**src/rtl/alu_flag_pkg.sv**
```systemverilog
package alu_flag_pkg;

   typedef enum logic [3:0] {
      OP_ADD  = 4'd0,
      OP_ADC  = 4'd1,
      OP_SUB  = 4'd2,
      OP_SBB  = 4'd3,
      OP_CMP  = 4'd4,
      OP_AND  = 4'd5,
      OP_OR   = 4'd6,
      OP_XOR  = 4'd7,
      OP_TEST = 4'd8
   } alu_op_e;

   localparam int STAT_W = 16;

   localparam int FB_C = 0;
   localparam int FB_P = 2;
   localparam int FB_A = 4;
   localparam int FB_Z = 6;
   localparam int FB_S = 7;
   localparam int FB_T = 8;
   localparam int FB_I = 9;
   localparam int FB_D = 10;
   localparam int FB_O = 11;

   localparam logic [STAT_W-1:0] STAT_FIXED  = 16'hF002;
   localparam logic [STAT_W-1:0] STAT_CTL_M  = 16'h0700;
   localparam logic [STAT_W-1:0] STAT_COND_M = 16'h08D5;

   typedef enum logic [1:0] {
      LG_AND = 2'd0,
      LG_OR  = 2'd1,
      LG_XOR = 2'd2
   } logic_sel_e;

endpackage

```
**src/rtl/alu_arith.sv**
```systemverilog
module alu_arith #(
   parameter int DW = 16,
   parameter int BW = 8
) (
   input  logic [DW-1:0] a,
   input  logic [DW-1:0] b,
   input  logic          cin,
   input  logic          sub,
   input  logic          wide,
   output logic [DW-1:0] r,
   output logic          cf,
   output logic          af,
   output logic          of
);

   localparam int MSB_W = DW - 1;
   localparam int MSB_B = BW - 1;

   if (BW < 5 || BW >= DW) begin : g_bad_bw
      $error("alu_arith: byte lane width must be 5..DW-1");
   end

   logic [DW:0] wsum;
   logic [BW:0] bsum;
   logic        c_top;

   always_comb begin
      if (sub) begin
         wsum = {1'b0, a} - {1'b0, b} - {{DW{1'b0}}, cin};
         bsum = {1'b0, a[BW-1:0]} - {1'b0, b[BW-1:0]} - {{BW{1'b0}}, cin};
      end else begin
         wsum = {1'b0, a} + {1'b0, b} + {{DW{1'b0}}, cin};
         bsum = {1'b0, a[BW-1:0]} + {1'b0, b[BW-1:0]} + {{BW{1'b0}}, cin};
      end
      if (wide) begin
         r     = wsum[DW-1:0];
         cf    = wsum[DW];
         c_top = a[MSB_W] ^ b[MSB_W] ^ wsum[MSB_W];
      end else begin
         r     = {a[DW-1:BW], bsum[BW-1:0]};
         cf    = bsum[BW];
         c_top = a[MSB_B] ^ b[MSB_B] ^ bsum[MSB_B];
      end
      // carry (or borrow) entering bit 4
      af = a[4] ^ b[4] ^ r[4];
      // signed overflow: carry into top bit differs from carry out of it
      of = c_top ^ cf;
   end

endmodule

```
**src/rtl/alu_logic.sv**
```systemverilog
module alu_logic
   import alu_flag_pkg::*;
#(
   parameter int DW = 16
) (
   input  logic [DW-1:0] a,
   input  logic [DW-1:0] b,
   input  logic_sel_e    sel,
   output logic [DW-1:0] r
);

   always_comb begin
      unique case (sel)
         LG_OR:   r = a | b;
         LG_XOR:  r = a ^ b;
         default: r = a & b;
      endcase
   end

endmodule

```
**src/rtl/alu_flags.sv**
```systemverilog
module alu_flags
   import alu_flag_pkg::*;
#(
   parameter int DW    = 16,
   parameter int BW    = 8,
   parameter int PAR_W = 8
) (
   input  logic [DW-1:0]     r,
   input  logic              wide,
   input  logic              cf,
   input  logic              af,
   input  logic              of,
   input  logic [2:0]        ctl,
   output logic [STAT_W-1:0] word
);

   if (PAR_W < 1 || PAR_W > BW) begin : g_bad_par
      $error("alu_flags: parity span must be 1..BW");
   end

   logic [PAR_W-1:0] pchain;

   for (genvar i = 0; i < PAR_W; i++) begin : g_par
      if (i == 0) begin : g_first
         assign pchain[i] = r[0];
      end else begin : g_next
         assign pchain[i] = pchain[i-1] ^ r[i];
      end
   end

   logic zf, sf, pf;

   always_comb begin
      zf = wide ? (r == '0) : (r[BW-1:0] == '0);
      sf = wide ? r[DW-1] : r[BW-1];
      pf = ~pchain[PAR_W-1];

      word       = STAT_FIXED;
      word[FB_C] = cf;
      word[FB_P] = pf;
      word[FB_A] = af;
      word[FB_Z] = zf;
      word[FB_S] = sf;
      word[FB_T] = ctl[0];
      word[FB_I] = ctl[1];
      word[FB_D] = ctl[2];
      word[FB_O] = of;
   end

endmodule

```
**src/rtl/alu_flag_unit.sv**
```systemverilog
module alu_flag_unit
   import alu_flag_pkg::*;
#(
   parameter int DW    = 16,
   parameter int PAR_W = 8
) (
   input  logic              clk,
   input  logic              rst_n,
   input  logic [3:0]        op_i,
   input  logic              wide_i,
   input  logic [DW-1:0]     opa_i,
   input  logic [DW-1:0]     opb_i,
   input  logic              carry_i,
   input  logic [2:0]        ctl_i,
   output logic [DW-1:0]     res_o,
   output logic              res_we_o,
   output logic [STAT_W-1:0] flags_o
);

   localparam int BW = DW / 2;

   if (DW < 16 || (DW % 8) != 0) begin : g_bad_dw
      $error("alu_flag_unit: DW must be a multiple of 8 and at least 16");
   end

   // ---------------- decode ----------------
   logic       is_arith, is_logic, is_sub, use_c, no_wr, valid;
   logic_sel_e lsel;

   always_comb begin
      is_arith = (op_i == OP_ADD) || (op_i == OP_ADC) || (op_i == OP_SUB) ||
                 (op_i == OP_SBB) || (op_i == OP_CMP);
      is_logic = (op_i == OP_AND) || (op_i == OP_OR) || (op_i == OP_XOR) ||
                 (op_i == OP_TEST);
      is_sub   = (op_i == OP_SUB) || (op_i == OP_SBB) || (op_i == OP_CMP);
      use_c    = (op_i == OP_ADC) || (op_i == OP_SBB);
      no_wr    = (op_i == OP_CMP) || (op_i == OP_TEST);
      valid    = is_arith || is_logic;
      if (op_i == OP_OR)       lsel = LG_OR;
      else if (op_i == OP_XOR) lsel = LG_XOR;
      else                     lsel = LG_AND;
   end

   // ---------------- datapath ----------------
   logic [DW-1:0] ar, lr, lr_w, rsel;
   logic          a_cf, a_af, a_of;
   logic          s_cf, s_af, s_of;

   alu_arith #(.DW(DW), .BW(BW)) u_arith (
      .a    (opa_i),
      .b    (opb_i),
      .cin  (carry_i & use_c),
      .sub  (is_sub),
      .wide (wide_i),
      .r    (ar),
      .cf   (a_cf),
      .af   (a_af),
      .of   (a_of)
   );

   alu_logic #(.DW(DW)) u_logic (
      .a   (opa_i),
      .b   (opb_i),
      .sel (lsel),
      .r   (lr)
   );

   always_comb begin
      lr_w = wide_i ? lr : {opa_i[DW-1:BW], lr[BW-1:0]};
      rsel = is_arith ? ar : lr_w;
      s_cf = is_arith & a_cf;
      s_af = is_arith & a_af;
      s_of = is_arith & a_of;
   end

   logic [STAT_W-1:0] fw;

   alu_flags #(.DW(DW), .BW(BW), .PAR_W(PAR_W)) u_flags (
      .r    (rsel),
      .wide (wide_i),
      .cf   (s_cf),
      .af   (s_af),
      .of   (s_of),
      .ctl  (ctl_i),
      .word (fw)
   );

   // ---------------- output registers ----------------
   logic [STAT_W-1:0] flags_d;

   always_comb begin
      if (valid) begin
         flags_d = fw;
      end else begin
         flags_d       = flags_o;
         flags_d[FB_T] = ctl_i[0];
         flags_d[FB_I] = ctl_i[1];
         flags_d[FB_D] = ctl_i[2];
      end
   end

   always_ff @(posedge clk) begin
      if (!rst_n) begin
         res_o    <= '0;
         res_we_o <= 1'b0;
         flags_o  <= STAT_FIXED;
      end else begin
         if (valid) res_o <= rsel;
         res_we_o <= valid & ~no_wr;
         flags_o  <= flags_d;
      end
   end

   // ---------------- assertions ----------------
   // compare and test never request a destination write
   a_r7_no_write: assert property (@(posedge clk) disable iff (!rst_n)
      ($past(rst_n) && $past((op_i == OP_CMP) || (op_i == OP_TEST))) |-> !res_we_o);

   // logic results leave carry, half carry and overflow clear
   a_r8_logic_clear: assert property (@(posedge clk) disable iff (!rst_n)
      ($past(rst_n) && $past((op_i >= 4'd5) && (op_i <= 4'd8)))
      |-> (!flags_o[FB_C] && !flags_o[FB_A] && !flags_o[FB_O]));

   // parity bit agrees with the registered result's low byte
   a_r5_parity: assert property (@(posedge clk) disable iff (!rst_n)
      ($past(rst_n) && $past(op_i <= 4'd8) && $past(op_i != OP_CMP))
      |-> (flags_o[FB_P] == ~^res_o[7:0]));

   // control bits follow the previous cycle's input
   a_r10_ctl: assert property (@(posedge clk) disable iff (!rst_n)
      $past(rst_n) |-> (flags_o[FB_D:FB_T] == $past(ctl_i)));

   // undefined opcodes keep condition bits and result
   a_r11_hold: assert property (@(posedge clk) disable iff (!rst_n)
      ($past(rst_n) && $past(op_i > 4'd8))
      |-> (((flags_o & STAT_COND_M) == ($past(flags_o) & STAT_COND_M)) &&
           $stable(res_o) && !res_we_o));

endmodule

```
**config.mk**
```make
export PLATFORM = sky130hd
export DESIGN_NAME = alu_flag_unit
export DESIGN_NICKNAME = d
export VERILOG_FILES = /design/src/rtl/alu_flag_pkg.sv /design/src/rtl/alu_arith.sv /design/src/rtl/alu_logic.sv /design/src/rtl/alu_flags.sv /design/src/rtl/alu_flag_unit.sv
export SDC_FILE = /design/constraint.sdc
export NUM_CORES = 1
export LEC_CHECK = 0
export BUFFER_PORTS_ARGS = -buffer_cell sky130_fd_sc_hd__buf_2
export CORE_ASPECT_RATIO = 1.25
export CORE_MARGIN = 1
export CORE_UTILIZATION = 55
export CTS_CLUSTER_SIZE = 30
export DETAILED_ROUTE_END_ITERATION = 16
export PLACE_DENSITY = 0.8
export SETUP_SLACK_MARGIN = 0.15
export SLEW_MARGIN = 0
export SYNTH_ARGS = -nofsm -noshare
export SYNTH_HDL_FRONTEND = slang
export SYNTH_SLANG_ARGS = --single-unit
```
**constraint.sdc**
```tcl
create_clock -name clk -period 13.9 [get_ports clk]
set_input_delay 2.78 -clock clk [delete_from_list [all_inputs] [get_ports clk]]
set_output_delay 2.78 -clock clk [all_outputs]
set_load 0.01 [all_outputs]
```
## Word level (Yosys, flattened, before mapping)

Cells that the tools add are included.

| cells by class | value |
|---|---|
| bitwise gates (word level) | 24 |
| equality and inequality tests | 10 |
| add/subtract/negate cells | 8 |
| multiplexer cells | 12 |
| reductions and logical operators | 15 |

Operators with widths:

| operator | number |
|---|---|
| $mux 16 | 3 |
| $pmux 16 s2 | 1 |
| $add 16x16->17 | 1 |
| $add 17x1->17 | 1 |
| $mux 17 | 1 |
| $sub 16x16->17 | 1 |
| $sub 17x1->17 | 1 |
| $and 16x16->16 | 1 |
| $eq 4x3->1 const B | 4 |
| $logic_not 16->1 | 1 |
| $or 16x16->16 | 1 |
| $xor 16x16->16 | 1 |
| $xor 1x1->1 | 14 |
| $logic_or 1x1->1 | 12 |
| $add 8x8->9 | 1 |
| $add 9x1->9 | 1 |
| $mux 9 | 1 |
| $sub 8x8->9 | 1 |
| $sub 9x1->9 | 1 |
| $eq 4x2->1 const B | 2 |
| $logic_not 8->1 | 1 |
| $and 1x1->1 | 5 |
| $eq 4x1->1 const B | 1 |
| $eq 4x4->1 const B | 1 |
| 6 further kinds | 11 |

| storage, ports and cells | value |
|---|---|
| flip-flop bits (word level) | 26 |
| logic and storage cells | 73 |
| bits of input ports | 43 |

## Logic depth before layout (Yosys ltp)

| logic depth | value |
|---|---|
| depth in word-level cells | 15 |
| mapped depth | 18 |
| mapped depth without buffers | 16 |

## Modules after synthesis

Synthesis repeated with hierarchy kept, for this count alone.

| unflattened totals | value |
|---|---|
| cells, all modules | 659 |
| area total of the unflattened synthesis | 4833.4 µm² |

Modules (own cells, without submodules):

| module | cells an instance | times used | seq. area each (µm²) | area each (µm²) |
|---|---|---|---|---|
| alu_arith | 283 | 1 | 0.0 | 2048.2 |
| alu_flag_unit | 203 | 1 | 660.6 | 1579.0 |
| alu_logic | 138 | 1 | 0.0 | 955.9 |
| alu_flags | 35 | 1 | 0.0 | 250.2 |

## Worst setup path before layout

OpenSTA, ideal clock, no wires.

| timing path | value |
|---|---|
| path kind | input to register |
| from | input port op_i[0] |
| to | register flags_o[11] |
| stages | 16 |
| setup slack | 7.332 ns |
| setup time | 0.117 ns |
| required time | 13.783 ns |
| arrival | 6.451 ns |
| cell sequence | buf_2 clkbuf_1 buf_1 nand3_1 fa_1 fa_1 o21a_1 nor4_1 nor4_1 o41a_1 a41oi_1 mux2i_1 nand3_1 and3_1 xnor2_1 o21ai_1 |

| between the ends | value |
|---|---|
| longest elaborated chain between the ends | 9 |
| elaborated cells between the ends (all ways) | 33 |

RTL lines:

| item | RTL line | text |
|---|---|---|
| start: declaration | alu_flag_unit.sv:9 | `input logic [3:0] op_i,` |
| $eq 4x1->1 / $eq 4x2->1 (equally long branches) | - |  |
| $logic_or 1x1->1 | alu_flag_unit.sv:36 | `use_c = (op_i == OP_ADC) \|\| (op_i == OP_SBB);` |
| $and 1x1->1 | alu_flag_unit.sv:52 | `.cin (carry_i & use_c),` |
| $add 17x1->17 (tied with other cells) | alu_arith.sv:32 | `wsum = {1'b0, a} + {1'b0, b} + {{DW{1'b0}}, cin};` |
| $mux 17 / $mux 9 (equally long branches) | alu_arith.sv:28 | `if (sub) begin` |
| $xor 1x1->1, on equally long branches | alu_arith.sv:38, alu_arith.sv:42 |  |
| $mux 1 | alu_arith.sv:35 | `if (wide) begin` |
| $xor 1x1->1 | alu_arith.sv:47 | `of = c_top ^ cf;` |
| $and 1x1->1 | alu_flag_unit.sv:73 | `s_of = is_arith & a_of;` |
| end signal: assignment | alu_flag_unit.sv:110 | `flags_o <= flags_d;` |
| end: declaration | alu_flag_unit.sv:17 | `output logic [STAT_W-1:0] flags_o` |

Parallel ways exist; a longest one is shown, timed or not.
A chain may end at the register's enable or synchronous reset.

## Worst setup path in the final report

| timing path | value |
|---|---|
| from | input port op_i[0] |
| to | register flags_o[0] |

| between the ends | value |
|---|---|
| longest elaborated chain between the ends | 7 |
| elaborated cells between the ends (all ways) | 29 |

RTL lines:

| item | RTL line | text |
|---|---|---|
| $eq 4x1->1 / $eq 4x2->1 (equally long branches) | - |  |
| $logic_or 1x1->1 | alu_flag_unit.sv:36 |  |
| $and 1x1->1 | alu_flag_unit.sv:52 |  |
| $add 17x1->17 (tied with other cells) | alu_arith.sv:32 |  |
| $mux 17 / $mux 9 (equally long branches) | alu_arith.sv:28 |  |
| $mux 1 | alu_arith.sv:35 |  |
| $and 1x1->1 | alu_flag_unit.sv:71 | `s_cf = is_arith & a_cf;` |

Parallel ways exist; a longest one is shown, timed or not.

==> run summary <==
=================================================================================
Die area                                                                7580 um^2
Non-filler instance count after layout                                        677
EDFF count, synth                                                               0
Clock buffer count from CTS                                                     3
Max-capacitance violation count                                                 0
Yosys top cell area share                                                   0.198
Share of the cycle needed by the critical path after routing                0.455
Count of cell types in the netlist                                             65
Worst-path cell chain                                                buf_2, nand3_1, fa_1, fa_1, o21a_1, nor4_1, nor4_1, o41a_1, a41oi_1, mux2i_1, nand3_1, and3_1, a22oi_1, nor2b_1
Classification of the worst setup path                               input pin to register
Largest fanout on the critical path                                            26
Result of the run                                                    finished clean
Pin slew with the least headroom to its limit                             1200 ps
IR Drop Worst-Case VDD                                                0.0000679 V
Final Hold Violating Endpoints                                                  0
Hold buffer count at CTS                                                        0
Worst slew slack as a fraction of its limit                                 0.193
Rows                                                                           34
CP max stage cell                                                           buf_2
Part of the power in registers                                              0.267
Hold Crit Start                                                      flags_o[2]$_SDFFE_PN0P_
Crit path launch type                                                   input pin
Count of pins over their slew limit                                             0
Met3 routed WL                                                             442 um
Aggregate global-route resource usage                                       0.261
Largest cells by area after synthesis                                ha_1 (20%), dfxtp_1 (13%), inv_1 (5.9%)
Library cell occupying the most area in the post-synthesis netlist           ha_1
Count of input and output buffers                                              68
Switching portion of total power                                            0.418
Maximum clock frequency                                                   158 MHz
Delay contributed by the slowest stage of the critical path                480 ps
CP bufs+invs                                                                    1
Total Negative Setup Slacks                                                  0 ps
Internal power summed over all cells                                     0.185 mW
Nets                                                                          698
Routed wire length                                                        9880 um
CP startpoint                                                             op_i[0]
Number of top-level design ports                                               76
Fraction of layout instances using a drive strength above 1                 0.152
CTS Root Buffer Type                                                     clkbuf_8
Most instantiated flip-flop cell in the synthesis netlist                 dfxtp_1
Number of global-route vias before repair                                   3,570
CTS tree                                                                      yes
Cell total after placement                                                    673
Mapped Avg Cell Area                                                    7.38 um^2
Area inside the core boundary                                           6980 um^2
Highest layer used for signal routing                                        met4
Clock Latency Late Sink                                                    270 ps
Chip height                                                               97.1 um
X dimension of the die                                                    78.1 um
Post-layout minimum cycle time                                            6320 ps
Sum of overflow across all layers after global routing                          0
Required @ worst endpoint                                               14,070 ps
Clock power frac                                                            0.153
Number of H-tree levels                                                         1
Syn Std Cell Area                                                       3980 um^2
Part of the Yosys area used for sequential elements                         0.131
Global-route wire length before repair                                  16,200 um
Final Hold Slack                                                           475 ps
Clock sink count                                                               26
Met2 WL                                                                   4780 um
Total number of vias                                                        3,947
DPL Wire Length                                                           7720 um
Min-Delay Path Class                                                 register to register
DRC violation total after the first TritonRoute iteration                     248
Initial core utilization                                                    0.570
Worst Clk Skew                                                               0 ps
Number of standard cells after synthesis                                      539
Maximum clock insertion buffer count                                            2
Pin count of the biggest net entering global routing                           33
Seq cells post-synth                                                           26
Layout overhead on the synthesized area                                     9.75%
DRC violation count after routing                                               0
Number of resized instances in the post-cts repair step                         0
Relative contribution of combinational cells to total power                 0.580
Worst reg2reg startpoint                                             flags_o[6]$_SDFFE_PN0P_
Setup violations, final                                                         0
Initial antenna violation count                                                 0
Leakage                                                                   2.22 nW
Number of warnings issued by yosys                                              0
Antenna Violating Nets Remaining                                                0
Design Power                                                             0.317 mW
Critical path arrival                                                     6490 ps
Sort of element at the end of the critical path                          register
PD cells                                                             72.6 nW/um^2
Number of detailed-route iterations in the first pass                           5
Clk slew on worst S/H paths                                                 80 ps
Kind of cell adding the most delay to the critical path              simple AND/OR/NAND/NOR gates
Sum of routed wire segments on met1                                       4270 um
Routability congestion estimate                                             0.908
RSZ-0062 raised after global routing                                        false
# Post-CTS Setup Buffers                                                        0
Final routed wire length divided by cell count                            14.6 um
Number of diodes                                                                0
Post-DR vias/cell                                                            5.83
P_sw                                                                     0.133 mW
Asr flop ratio synth                                                            0
=================================================================================
-- per-stage QoR --
stage | cell area, um^2 | utilization | setup WS (ps)
finish | 4360 | 0.626 | 7580
detailed placement | 4310 | 0.618 | 7390
floorplan | 4000 | - | 7330
CTS | 4360 | 0.626 | 7640
global route | 4360 | 0.626 | 7290
global placement | 4310 | 0.618 | 7470
-- cells in the mapped netlist, types with 7 or more instances --
cell	number
a21o_1	7
a21oi_1	36
a31oi_1	8
and2_1	10
buf_4	8
clkbuf_1	14
dfxtp_1	26
ha_1	63
inv_1	62
mux2i_1	13
nand2_1	58
nand3_1	10
nor2_1	35
nor3_1	10
o211ai_1	13
o21a_1	7
o21ai_0	33
xnor2_1	11
xor2_1	20
-- routing by layer --
metal	vias to the layer above	track usage
met3	40	0.0188
met2	144	0.449
li1	1935	-
met1	1828	0.321
met5	-	0
met4	0	0.138
-- cell usage in the layout (no fill, tap or decap), types with 3 or more instances in the layout --
master / netlist / routed
buf_2: 6 / 68
ha_1: 63 / 63
inv_1: 62 / 62
nand2_1: 58 / 58
a21oi_1: 36 / 36
nor2_1: 35 / 35
o21ai_0: 33 / 33
dfxtp_1: 26 / 26
xor2_1: 20 / 20
mux2i_1: 13 / 13
o211ai_1: 13 / 13
xnor2_1: 11 / 11
nor3_1: 10 / 10
nand3_1: 10 / 10
and2_1: 10 / 10
a31oi_1: 8 / 8
a21o_1: 7 / 7
o21a_1: 7 / 7
conb_1: 2 / 7
o211a_1: 6 / 6
nand4_1: 5 / 5
nor2b_1: 4 / 4
or2_2: 4 / 4
a211oi_1: 4 / 4
fa_1: 4 / 4
clkbuf_8: 0 / 4
nand3b_1: 3 / 3
nor3b_1: 3 / 3
and3_1: 3 / 3
nor4_1: 3 / 3
-- final cells by class --
type	count	area, um^2
Fill cell	664	2610
Tap cell	90	113
Multi-Input combinational cell	425	3090
Inverter	62	233
Sequential cell	26	520
Clock buffer	4	55.1
Timing Repair Buffer	70	355
-- cells by family (layout without fill, tap and decap cells) --
group	after synthesis	after routing	synth area share
other cells	2	7	0.00189
mux	13	13	0.0327
flops	26	26	0.131
buf+inv	93	136	0.0972
xor+xnor	33	33	0.0796
fa+ha+maj	67	67	0.218
compound gates	150	150	0.257
simple gates	155	155	0.182
-- sequential cells by signal, indices dropped and copies added (netlist names) --
signal / cells
res_o: 16
flags_o: 9
res_we_o: 1
-- power groups by stage --
stage | Clock, mW | Combinational, mW | Sequential, mW
global placement | 0 | 0.175 | 0.0861
finish | 0.0486 | 0.184 | 0.0846
floorplan | 0 | 0.136 | 0.0892
detailed placement | 0 | 0.181 | 0.0863
CTS | 0.0490 | 0.182 | 0.0846
global route | 0.0524 | 0.204 | 0.0852
-- worst paths after layout --
check / depth (start not counted) / slack, ps / end
max reg2reg: 4 / 12830 / flags_o[6]$_SDFFE_PN0P_
min reg2reg: 2 / 470 / flags_o[2]$_SDFFE_PN0P_
min: 2 / 470 / flags_o[2]$_SDFFE_PN0P_
max: 14 / 7580 / flags_o[0]$_SDFFE_PN0P_
-- worst register-to-register path, cell delays in order, from the launching register on --
cell	delay, ps
dfxtp_1	340
nand3_1	110
and3_1	240
a22o_1	180
a31oi_1	130
Power figures use the tool's default switching activity.
